<file path="src/rtl/mmio_lpc_bridge.sv">
module mmio_lpc_bridge #(
  parameter int MAX_OPS  = 16,
  parameter int WAIT_MAX = 256,
  parameter int AW       = 8
) (
  input  logic          clk,
  input  logic          rst_n,
  input  logic          reg_wr,
  input  logic          reg_rd,
  input  logic [AW-1:0] reg_addr,
  input  logic [31:0]   reg_wdata,
  output logic [31:0]   reg_rdata,
  output logic          irq,
  output logic          lframe_n,
  output logic [3:0]    lad_out,
  output logic          lad_oe,
  input  logic [3:0]    lad_in
);
  localparam int CW = $clog2(MAX_OPS + 1);
  localparam int IW = (MAX_OPS > 1) ? $clog2(MAX_OPS) : 1;
  localparam int WW = $clog2(WAIT_MAX + 1);
  localparam logic [AW-1:0] O_GO   = AW'(8'h00);
  localparam logic [AW-1:0] O_STAT = AW'(8'h04);
  localparam logic [AW-1:0] O_IRQ  = AW'(8'h08);
  localparam logic [AW-1:0] O_LEN  = AW'(8'h10);
  localparam logic [AW-1:0] O_CMD  = AW'(8'h14);
  localparam logic [AW-1:0] O_PORT = AW'(8'h20);
  localparam logic [AW-1:0] O_WDAT = AW'(8'h24);
  localparam logic [AW-1:0] O_RDAT = AW'(8'h28);

  typedef enum logic [3:0] {
    S_IDLE, S_START, S_CTD, S_ADDR, S_WDAT, S_TAR1, S_SYNC, S_RDAT, S_TAR2
  } st_t;

  st_t           st;
  logic [CW-1:0] len_q, idx, wcnt, rptr;
  logic          dir_q, same_q, ok_q, irq_en, irq_st;
  logic [15:0]   port_q, cur_port;
  logic [1:0]    nib;
  logic [WW-1:0] wait_q;
  logic [7:0]    wq [MAX_OPS];
  logic [7:0]    rq [MAX_OPS];
  logic          busy, wr_ok, go, last_cyc;
  logic [IW-1:0] ix;

  assign busy     = (st != S_IDLE);
  assign wr_ok    = reg_wr && !busy;
  assign go       = wr_ok && (reg_addr == O_GO) && reg_wdata[0];
  assign last_cyc = (idx + CW'(1)) == len_q;
  assign ix       = idx[IW-1:0];
  assign lframe_n = (st != S_START);
  assign lad_oe   = (st inside {S_START, S_CTD, S_ADDR, S_WDAT}) || (st == S_TAR1 && nib == 2'd0);
  assign irq      = irq_en & irq_st;

  always_comb begin
    lad_out = 4'hF;
    case (st)
      S_START: lad_out = 4'h0;
      S_CTD:   lad_out = {2'b00, dir_q, 1'b0};
      S_ADDR:
        case (nib)
          2'd0:    lad_out = cur_port[15:12];
          2'd1:    lad_out = cur_port[11:8];
          2'd2:    lad_out = cur_port[7:4];
          default: lad_out = cur_port[3:0];
        endcase
      S_WDAT:  lad_out = nib[0] ? wq[ix][7:4] : wq[ix][3:0];
      default: ;
    endcase
  end

  always_comb begin
    reg_rdata = '0;
    case (reg_addr)
      O_STAT: reg_rdata[1:0]    = {ok_q, !busy};
      O_IRQ:  reg_rdata[1:0]    = {irq_st, irq_en};
      O_LEN:  reg_rdata[CW-1:0] = len_q;
      O_CMD:  reg_rdata[3:0]    = {same_q, 2'b00, dir_q};
      O_PORT: reg_rdata[15:0]   = port_q;
      O_RDAT: if (rptr < CW'(MAX_OPS)) reg_rdata[7:0] = rq[rptr[IW-1:0]];
      default: ;
    endcase
  end

  always_ff @(posedge clk or negedge rst_n) begin
    if (!rst_n) begin
      st       <= S_IDLE;
      len_q    <= '0;
      idx      <= '0;
      wcnt     <= '0;
      rptr     <= '0;
      dir_q    <= 1'b0;
      same_q   <= 1'b0;
      ok_q     <= 1'b0;
      irq_en   <= 1'b0;
      irq_st   <= 1'b0;
      port_q   <= '0;
      cur_port <= '0;
      nib      <= '0;
      wait_q   <= '0;
    end else begin
      if (reg_rd && reg_addr == O_RDAT && rptr < CW'(MAX_OPS)) rptr <= rptr + CW'(1);
      if (wr_ok) begin
        case (reg_addr)
          O_LEN:  len_q <= (reg_wdata > 32'(MAX_OPS)) ? CW'(MAX_OPS) : reg_wdata[CW-1:0];
          O_CMD:  begin dir_q <= reg_wdata[0]; same_q <= reg_wdata[3]; end
          O_PORT: port_q <= reg_wdata[15:0];
          O_WDAT: if (wcnt < CW'(MAX_OPS)) wcnt <= wcnt + CW'(1);
          O_IRQ:  begin irq_en <= reg_wdata[0]; if (reg_wdata[1]) irq_st <= 1'b0; end
          default: ;
        endcase
      end
      if (go) begin
        wcnt     <= '0;
        rptr     <= '0;
        idx      <= '0;
        nib      <= '0;
        cur_port <= port_q;
        if (len_q == '0) begin
          ok_q   <= 1'b1;
          irq_st <= 1'b1;
        end else begin
          ok_q <= 1'b0;
          st   <= S_START;
        end
      end
      case (st)
        S_START: st <= S_CTD;
        S_CTD: begin
          st  <= S_ADDR;
          nib <= '0;
        end
        S_ADDR: begin
          nib <= nib + 2'd1;
          if (nib == 2'd3) st <= dir_q ? S_WDAT : S_TAR1;
        end
        S_WDAT: begin
          nib <= nib + 2'd1;
          if (nib[0]) begin st <= S_TAR1; nib <= '0; end
        end
        S_TAR1: begin
          nib <= nib + 2'd1;
          if (nib[0]) begin st <= S_SYNC; nib <= '0; wait_q <= '0; end
        end
        S_SYNC: begin
          if (lad_in == 4'h0) begin
            st  <= dir_q ? S_TAR2 : S_RDAT;
            nib <= '0;
          end else if ((lad_in == 4'h5 || lad_in == 4'h6) && wait_q != WW'(WAIT_MAX)) begin
            wait_q <= wait_q + WW'(1);
          end else begin
            st     <= S_IDLE;
            irq_st <= 1'b1;
          end
        end
        S_RDAT: begin
          nib <= nib + 2'd1;
          if (nib[0]) begin st <= S_TAR2; nib <= '0; end
        end
        S_TAR2: begin
          nib <= nib + 2'd1;
          if (nib[0]) begin
            nib <= '0;
            if (last_cyc) begin
              st     <= S_IDLE;
              ok_q   <= 1'b1;
              irq_st <= 1'b1;
            end else begin
              st  <= S_START;
              idx <= idx + CW'(1);
              if (!same_q) cur_port <= cur_port + 16'd1;
            end
          end
        end
        default: ;
      endcase
    end
  end

  always_ff @(posedge clk) begin
    if (wr_ok && reg_addr == O_WDAT && wcnt < CW'(MAX_OPS)) wq[wcnt[IW-1:0]] <= reg_wdata[7:0];
    if (st == S_RDAT) begin
      if (nib[0]) rq[ix][7:4] <= lad_in;
      else        rq[ix][3:0] <= lad_in;
    end
  end
endmodule

</file>
<file path="config.mk">
export PLATFORM = sky130hd
export DESIGN_NAME = mmio_lpc_bridge
export DESIGN_NICKNAME = d
export VERILOG_FILES = /design/src/rtl/mmio_lpc_bridge.sv
export SDC_FILE = /design/constraint.sdc
export NUM_CORES = 1
export LEC_CHECK = 0
export BUFFER_PORTS_ARGS = -buffer_cell sky130_fd_sc_hd__buf_2
export CORE_UTILIZATION = 30
export DETAILED_ROUTE_END_ITERATION = 10
export GPL_TIMING_DRIVEN = 1
export PLACE_DENSITY_LB_ADDON = 0.08
export SLEW_MARGIN = 20
export SYNTH_ARGS = -nofsm -noshare
export SYNTH_HDL_FRONTEND = slang
export SYNTH_SLANG_ARGS = --single-unit
</file>
<file path="constraint.sdc">
create_clock -name clk -period 3.5 [get_ports clk]
set_clock_uncertainty 0.1 [all_clocks]
set_input_delay 0.175 -clock clk [delete_from_list [all_inputs] [get_ports clk]]
set_output_delay 0.175 -clock clk [all_outputs]
set_load 0.01 [all_outputs]
</file>
==> metrics.yaml, run 1 <==
status: "finished, final reports clean"
syn_to_final_growth_pct: 17.1
cts_root_buffer: "clkbuf_16"
grt_overflow_total: 0
synth_top_family_by_area: "multiplexers"
critPathSlowestCell: "mux4_2"
hpwl_um: 27500
rsz0062_at_grt: "false"
drive_gt1_frac: 0.252
numCtsBuffers: 38
drt-initial-drc-count: 670
post_dp_cell_area_um2: 15900
max_stage_delay_ns: 0.60
clk_path_buf_depth: 3
synth_flop_cell: "edfxtp_1"
drv_cap: 0
async_flop_share: 0.220
finalCritPeriodShare: 0.945
gp_congestion: 0.806
htreeDepth: 2
fin_crit_ns: 3.31
p_switching_mw: 1.76
seq_power_share: 0.517
path_buf_inv: 2
coreArea_um2: 48100
netSwitchingFraction: 0.216
tns_ns: 0
worstMarginPinSlew_ns: 1.06
synth_most_common_cell: "edfxtp_1"
setup_violations: 0
required_ns: 3.22
end_kind: "primary output"
ir_drop_mv: 0.258
n_antenna_cell: 0
grt_pass1_vias: 8923
grt_pass1_wl_um: 60100
fillCellCount: 4614
p_clk_frac: 0.452
syn_area_um2: 14800
die_h_um: 224
yosys.area.top_type: "edfxtp_1"
clkSinkCount: 328
synth-xor-area-share: 0.0119
ant_nets: 0
cts_setup_buffers: 0
start_kind: "flip-flop"
wl_met3_um: 2110
fp-row-count: 80
synthSimpleGateAreaFrac: 0.0940
maxSlewViolCount: 0
antenna_found_initial: 0
met2RoutedLength_um: 18300
synth_cell_types: 74
hold_class: "primary input to flip-flop"
crit_fanout: 34
path_delay_family: "multiplexers"
final_area_um2: 17300
wirelength_met1_um: 19300
hp-start: "reg_addr[0]"
vias: 8685
pwr_density_cell_nw_per_um2: 471
nets: 1132
synth_area_leaders: "edfxtp_1 (52%), dfrtp_1 (12%), mux4_2 (12%)"
ys_ff_latch: 328
slew_headroom: 0.290
insertion_delay_ns: 0.55
clkTransAtPathRegs_ns: 0.06
grt_max_degree: 61
first_pass_iters: 6
drc_errors: 0
initial_core_util: 0.307
wl_um: 40300
worst-setup-path-type: "flip-flop to primary output"
worstPathCellList: "buf_12 > mux4_2 > mux4_2 > a22oi_2 > o211ai_1 > buf_2"
ios: 87
arrival_ns: 3.03
synth-edff-count: 256
internal-power_mw: 6.38
die_w_um: 224
syn_inst: 955
r2r-start: "idx[2]$_DFF_PN0_"
synth_top_area_share: 0.520
hold_violations: 0
post_drt_wl_per_cell_um: 23.0
vias_per_cell: 4.96
yosysSeqAreaShare: 0.642
routed.top_layer: "met4"
p_comb_frac: 0.031
fmax_mhz: 302
avgSynthCellArea_um2: 15.5
die_area_um2: 50100
cp-startpoint: "idx[0]$_DFF_PN0_"
synthMuxAreaShare: 0.148
ys_warn_count: 0
synth-adder-area-share: 0.0136
grt.total_usage: 0.164
synth_common_cells: "edfxtp_1 (256), mux4_2 (80), dfrtp_1 (72)"
p_leak_nw: 6.09
cts_tree: "built"
synth_compound_area_frac: 0.0584
path_common_cell: "mux4_2"
portBuffers: 70
-- layout by cell type (no fill, tap or decap), types with 11 or more instances in the layout --
master | synthesis | final
mux2_2 | 23 | 23
inv_1 | 28 | 28
nor3_1 | 16 | 16
mux2i_1 | 12 | 12
edfxtp_1 | 256 | 256
o21ai_0 | 20 | 20
mux4_2 | 80 | 80
conb_1 | 1 | 16
nor2_1 | 61 | 61
nand3_1 | 14 | 14
and3_1 | 14 | 14
buf_4 | 17 | 31
buf_2 | 16 | 69
and2_1 | 37 | 37
a21oi_1 | 18 | 18
nand2_1 | 54 | 54
xor2_1 | 12 | 12
clkbuf_16 | 0 | 38
ha_1 | 16 | 16
a22oi_1 | 14 | 11
dlygate4sd3_1 | 0 | 21
dfrtp_1 | 72 | 68
nand4_1 | 12 | 12
nor4_1 | 11 | 11
-- power by group through the flow --
stage                     Clock [mW]  Combinational (mW)  Sequential, mW
after floorplan                    0               0.103            4.29
after global placement             0               0.244            4.29
after detailed placement           0               0.245            4.29
after CTS                       3.81               0.263            4.21
after global routing            3.94               0.279            4.21
final                           3.68               0.254            4.21
-- state kept, by name, indices dropped and copies added (netlist names) --
| register | flops |
|---|---|
| rptr | 5 |
| wq | 128 |
| same_q | 1 |
| wait_q | 9 |
| irq_en | 1 |
| irq_st | 1 |
| rq | 128 |
| nib | 2 |
| cur_port | 16 |
| port_q | 16 |
| len_q | 5 |
| st | 4 |
| wcnt | 5 |
| dir_q | 1 |
| idx | 5 |
| ok_q | 1 |
-- cell type report --
class	instances	area [um^2]	share of cell area
clock buffers	48	988	0.0572
flip-flops and latches	328	9490	0.549
well taps	656	821	0.0475
multi-input cells	547	4900	0.283
inverters	29	109	0.00629
repair buffers	124	848	0.0490
clock inverters	20	138	0.00796
-- path summary, 6_finish.rpt --
| check | end | slack, ns | depth (start not counted) |
|---|---|---|---|
| worst min register to register | ok_q$_DFF_PN0_ | 0.39 | 2 |
| worst max register to register | cur_port[11]$_DFF_PN0_ | 0.44 | 6 |
| min in group asynchronous | wait_q[5]$_DFFE_PN0P_ | 0.15 | 2 |
| worst max-delay path | lad_out[0] | 0.19 | 6 |
| max in group asynchronous | port_q[3]$_DFFE_PN0P_ | 2.37 | 3 |
| worst min-delay path | rptr[4]$_DFFE_PN0P_ | 0.04 | 5 |
-- tightest hold or removal path: cells and delay by family --
| kind | cells | cell delay (ns) |
|---|---|---|
| buf+inv | 1 | 0.11 |
| simple gates | 4 | 0.35 |
-- timing repair --
item	CTS	global route
endpoints found under the hold margin	171	0
hold buffers	21	0
gates resized for setup	2	3
endpoints found under the setup margin	2	3
-- layer usage --
metal	GRT usage	vias up
met5	0	-
met4	0.0407	0
met3	0.0345	45
met2	0.250	189
met1	0.239	4515
li1	-	3936
-- cell families after synthesis --
kind of cell	after synthesis
mux	115
simple gates	262
compound gates	118
buf+inv	95
flops	328
xor+xnor	20
other cells	1
fa+ha+maj	16
-- per-stage QoR --
stage	hold WS [ns]	utilization	power [mW]	setup slack [ns]	instances
finish	0.0385	0.359	8.14	0.194	1752
global route	0.0602	0.359	8.43	0.00913	1752
CTS	0.00614	0.359	8.28	0.0333	1752
detailed placement	0.255	0.331	4.53	0.447	1663
global placement	0.256	0.331	4.53	0.483	1663
floorplan	-0.221	-	4.39	0.590	970
Power figures use the tool's default switching activity.
==> inputs of run 2 (changes only) <==
==> constraint.sdc (replaced) <==
create_clock -name clk -period 3.5 [get_ports clk]
set_clock_uncertainty 0.1 [all_clocks]
set_input_delay 0 -clock clk [delete_from_list [all_inputs] [get_ports clk]]
set_output_delay 0 -clock clk [all_outputs]
set_load 0.01 [all_outputs]
==> run 2 against run 1 <==
Effect of this change:
- wire length is 0.39% higher
- die area stayed put
- maximum frequency is 1.5% lower
- total power is 8.2% higher
- sequential power hardly changed
- clock-buffer cell count is 6 higher
- cell area is 2.0% higher
- final cell count is 0.91% higher
- critical endpoint is now lad_out[3]
- largest cell class unchanged
- highest routed layer unchanged
==> metrics.yaml, run 2 (synthesized netlist as in run 1, its figures left out) <==
status: "finished, final reports clean"
coreArea_um2: 48100
grt_max_degree: 46
grt.total_usage: 0.165
htreeDepth: 2
fp-row-count: 80
hold_class: "primary input to flip-flop"
tns_ns: 0
vias: 8732
path_delay_family: "multiplexers"
post-place-cells: 1662
layout_common_cells: "edfxtp_1 (256), mux4_2 (80), dfrtp_1 (69), buf_2 (69), nor2_1 (61)"
preCtsSetupSlack_ns: 0.460
finalCritPeriodShare: 0.959
worstMarginPinSlew_ns: 1.10
hold_violations: 0
ir_drop_mv: 0.270
path_common_cell: "mux4_2"
required_ns: 3.40
initial_core_util: 0.307
grt_pass1_vias: 9026
hpwl_um: 27300
worstPathCellList: "buf_12 > mux4_2 > mux4_2 > a22oi_1 > o211ai_1 > buf_2"
first_pass_iters: 5
slew_headroom: 0.270
cts_root_buffer: "clkbuf_16"
die_h_um: 224
ios: 87
maxSlewViolCount: 0
start_kind: "flip-flop"
worst-setup-path-type: "flip-flop to primary output"
drc_errors: 0
setup_violations: 0
crit_fanout: 34
clk_path_buf_depth: 3
arrival_ns: 3.26
final_common_cell: "edfxtp_1"
insertion_delay_ns: 0.57
n_antenna_cell: 0
grt_overflow_total: 0
nets: 1147
drt-initial-drc-count: 705
layoutNonFillerInstCount: 1768
drv_cap: 0
drive_gt1_frac: 0.255
critPathSlowestCell: "mux4_2"
p_leak_nw: 6.29
fin_crit_ns: 3.36
clkSinkCount: 328
clkTransAtPathRegs_ns: 0.06
portBuffers: 70
pwr_density_cell_nw_per_um2: 499
numCtsBuffers: 39
setup_ws_ns: 0.143
max_stage_delay_ns: 0.58
grt_pass1_wl_um: 60400
end_kind: "primary output"
die_w_um: 224
wl_um: 40500
vias_per_cell: 4.94
syn_to_final_growth_pct: 19.4
path_buf_inv: 2
cts_tree: "built"
die_area_um2: 50100
gp_congestion: 0.771
ant_nets: 0
rsz0062_at_grt: "false"
antenna_found_initial: 0
post_drt_wl_per_cell_um: 22.9
fmax_mhz: 298
[run 2: cell count changes in the layout (fill, tap and decap cells not counted), sizes merged]
cell         previous run  this run
buf                   103       102
bufinv                  1         6
clkbuf                 48        54
clkinv                 14         8
clkinvlp                4         1
dlygate4sd3            21        36
[run 2: metal layers]
layer	wire length, um	GRT usage	up-vias
met5	0	0	-
met4	943	0.0502	0
met3	1550	0.0310	61
met2	18200	0.252	199
met1	19700	0.238	4518
li1	-	-	3954
[run 2: final timing paths]
path	start	to	slack [ns]	depth (start not counted)
max	idx[0]$_DFF_PN0_	lad_out[3]	0.14	6
min	reg_addr[3]	wcnt[2]$_DFFE_PN0P_	0.05	6
max reg2reg	idx[2]$_DFF_PN0_	cur_port[11]$_DFF_PN0_	0.42	6
min reg2reg	ok_q$_DFF_PN0_	ok_q$_DFF_PN0_	0.41	2
max in group asynchronous	rst_n	rptr[0]$_DFFE_PN0P_	1.20	4
min in group asynchronous	rst_n	st[1]$_DFF_PN0_	0.44	3
[run 2: stage by stage]
step           hold slack, ns  power [mW]  utilization  area, um^2
2_1_floorplan          -0.396        4.39            -       14800
3_3_place_gp           0.0378        4.53        0.331       15900
3_5_place_dp           0.0483        4.53        0.331       15900
4_1_cts                0.0186        8.92        0.366       17600
5_1_grt                0.0841        9.07        0.366       17600
6_report               0.0511        8.81        0.366       17600
[run 2: area by class of cell]
type	count	area, um^2
fillers	4572	30500
flip-flops and latches	328	9490
multi-input cells	547	4880
clock buffers	54	1110
repair buffers	138	978
well taps	656	821
clock inverters	16	246
inverters	29	109
[run 2: tightest hold or removal path, cell delays in order]
cell     delay [ns]
buf_2          0.11
or4b_1         0.23
nor4_4         0.10
nand2_1        0.08
xor2_1         0.06
nor2_1         0.07
[run 2: timing repair]
action / in CTS / in global routing
resized for setup: 0 / 0
setup buffers: 0 / 0
hold buffers: 36 / 0
endpoints found under the hold margin: 331 / 0
[run 2: power breakdown]
part | switching (mW) | total [mW] | leakage, nW | internal, mW
Sequential | 0.0132 | 4.22 | 3.18 | 4.21
Combinational | 0.148 | 0.249 | 2.45 | 0.101
Clock | 1.67 | 4.34 | 0.667 | 2.67
Total | 1.83 | 8.81 | 6.29 | 6.98
==> inputs of run 3 (changes only) <==
--- a/config.mk
+++ b/config.mk
@@ -6,9 +6,12 @@
 export NUM_CORES = 1
 export LEC_CHECK = 0
 export BUFFER_PORTS_ARGS = -buffer_cell sky130_fd_sc_hd__buf_2
+export CELL_PAD_IN_SITES_DETAIL_PLACEMENT = 1
+export CELL_PAD_IN_SITES_GLOBAL_PLACEMENT = 1
 export CORE_UTILIZATION = 30
 export DETAILED_ROUTE_END_ITERATION = 10
 export GPL_TIMING_DRIVEN = 1
+export HOLD_SLACK_MARGIN = 0.03
 export PLACE_DENSITY_LB_ADDON = 0.08
 export SLEW_MARGIN = 20
 export SYNTH_ARGS = -nofsm -noshare
==> constraint.sdc (replaced) <==
create_clock -name clk -period 2.8 [get_ports clk]
set_clock_uncertainty 0.1 [all_clocks]
set_input_delay 0 -clock clk [delete_from_list [all_inputs] [get_ports clk]]
set_output_delay 0 -clock clk [all_outputs]
set_load 0.01 [all_outputs]
==> run 3 against run 2 <==
Effect of this change:
- the run now ends with negative setup slack left
- flip-flop and latch count is the same
- first-iteration DRC count shrank 8.8%
- combinational power grew 61%
- total power grew 21%
- clock power grew 15%
- via count grew 3.7%
- non-clock buffer count grew 66
- critical path depth grew 2
- wire length grew 10%
- clock-buffer cell count shrank 2
- core utilization grew 2.0 points
- critical path type unchanged
==> metrics.yaml, run 3 (synthesized netlist as in run 1, its figures left out) <==
drt-initial-drc-count: 643
cts_tree: "built"
die_area_um2: 50100
worstMarginPinSlew_ns: 0.691
drv_cap: 0
gr-usage-met3: 0.0374
slew_headroom: 0.537
cp-startpoint: "idx[0]$_DFF_PN0_"
maxSlewViolCount: 0
pwr_density_cell_nw_per_um2: 573
busiest_layer: "met2"
whs_ns: 0.0945
grt_max_degree: 49
ios: 87
post_drt_wl_per_cell_um: 24.3
insertion_delay_ns: 0.57
ant_nets: 0
final_util: 0.386
coreArea_um2: 48100
ir_drop_mv: 0.425
htreeDepth: 2
syn_to_final_growth_pct: 25.9
post-place-cells: 1702
r2r-start: "idx[0]$_DFF_PN0_"
violations: "negative setup slack"
hold_violations: 0
p_leak_nw: 6.70
grt_pass1_vias: 9693
numCtsBuffers: 40
fp-row-count: 80
layoutNonFillerInstCount: 1836
portBuffers: 70
worst_hold_path.num_cells: 6
arrival_ns: 2.93
clkSinkCount: 328
clkTransAtPathRegs_ns: 0.06
preCtsSetupSlack_ns: 0.264
crit_fanout: 6
r2r-end: "cur_port[11]$_DFF_PN0_"
hold_class: "primary input to flip-flop"
setup_ws_ns: -0.230
grt.total_usage: 0.182
crit_end: "lad_out[2]"
wl_um: 44600
cts_root_buffer: "clkbuf_16"
die_w_um: 224
rsz0062_at_grt: "true"
required_ns: 2.70
setup_violations: 9
met1_usage: 0.259
first_pass_iters: 5
finalCritPeriodShare: 1.08
end_kind: "primary output"
drc_errors: 0
hpwl_um: 29400
vias_per_cell: 4.93
grt_pass1_wl_um: 66200
antenna_found_initial: 1
layout_common_cells: "edfxtp_1 (256), mux4_2 (80), dfrtp_1 (70)"
grt_overflow_total: 0
worst-setup-path-type: "flip-flop to primary output"
gp_congestion: 0.747
reg2reg_depth: 9
start_kind: "flip-flop"
n_antenna_cell: 0
vias: 9057
clk_path_buf_depth: 3
fmax_mhz: 330
drive_gt1_frac: 0.300
r2r_setup_slack_ns: 0.09
final_common_cell: "edfxtp_1"
status: "finished, violations left"
die_h_um: 224
nets: 1214
initial_core_util: 0.307
fin_crit_ns: 3.03
gr-usage-met2: 0.282
## run 3: what timing repair did
action / in CTS / in global routing
setup buffers: 13 / 3
gates cloned: 7 / 2
pin swaps: 1 / 5
endpoints found under the hold margin: 364 / 0
resized for setup: 26 / 17
setup endpoints to repair: 12 / 16
hold buffers: 41 / 0
## run 3: cell type report
class | count | area [um^2]
clock buffer | 52 | 1070
clock inverter | 20 | 184
fill | 4888 | 29500
inverter | 29 | 111
multi-input combinational | 547 | 4950
sequential | 328 | 9490
tap | 656 | 821
timing repair buffer | 204 | 1980
## run 3: worst min path at each step
stage,startpoint,endpoint,slack (ns)
floorplan,rst_n,cur_port[0]$_DFF_PN0_,-0.40
global placement,rst_n,wait_q[2]$_DFFE_PN0P_,0.03
detailed placement,rst_n,wait_q[6]$_DFFE_PN0P_,0.04
CTS,reg_addr[2],ok_q$_DFF_PN0_,0.07
global route,reg_wdata[10],port_q[10]$_DFFE_PN0P_,0.12
finish,reg_addr[2],wcnt[1]$_DFFE_PN0P_,0.09
## run 3: per-stage QoR
step	total power, mW	cell area (um^2)	TNS [ns]
2_1_floorplan	5.49	14800	0
3_3_place_gp	5.66	16500	0
3_5_place_dp	5.67	16500	0
4_1_cts	10.8	18500	-1.48
5_1_grt	11.0	18600	-1.83
6_report	10.7	18600	-0.922
## run 3: routing by layer
metal  vias up  wire, um  share of wire
li1       4114         -              -
met1      4728     21100           0.47
met2       162     20500           0.46
met3        53      2050          0.046
met4         0       933          0.021
met5         -         0              0
## run 3: report_power, final
part	total [mW]	switching [mW]	internal (mW)
Combinational	0.400	0.220	0.179
Clock	5.00	2.11	2.90
Sequential	5.26	0.00489	5.26
Total	10.7	2.33	8.33
## run 3: critical path, stage by stage, from the launching register on
cell and delay, ns:
dfrtp_2 0.46, buf_6 0.16, buf_12 0.13, mux4_2 0.50, mux4_2 0.55, a22oi_2 0.14, buf_4 0.15, o211ai_1 0.09
buf_2 0.16
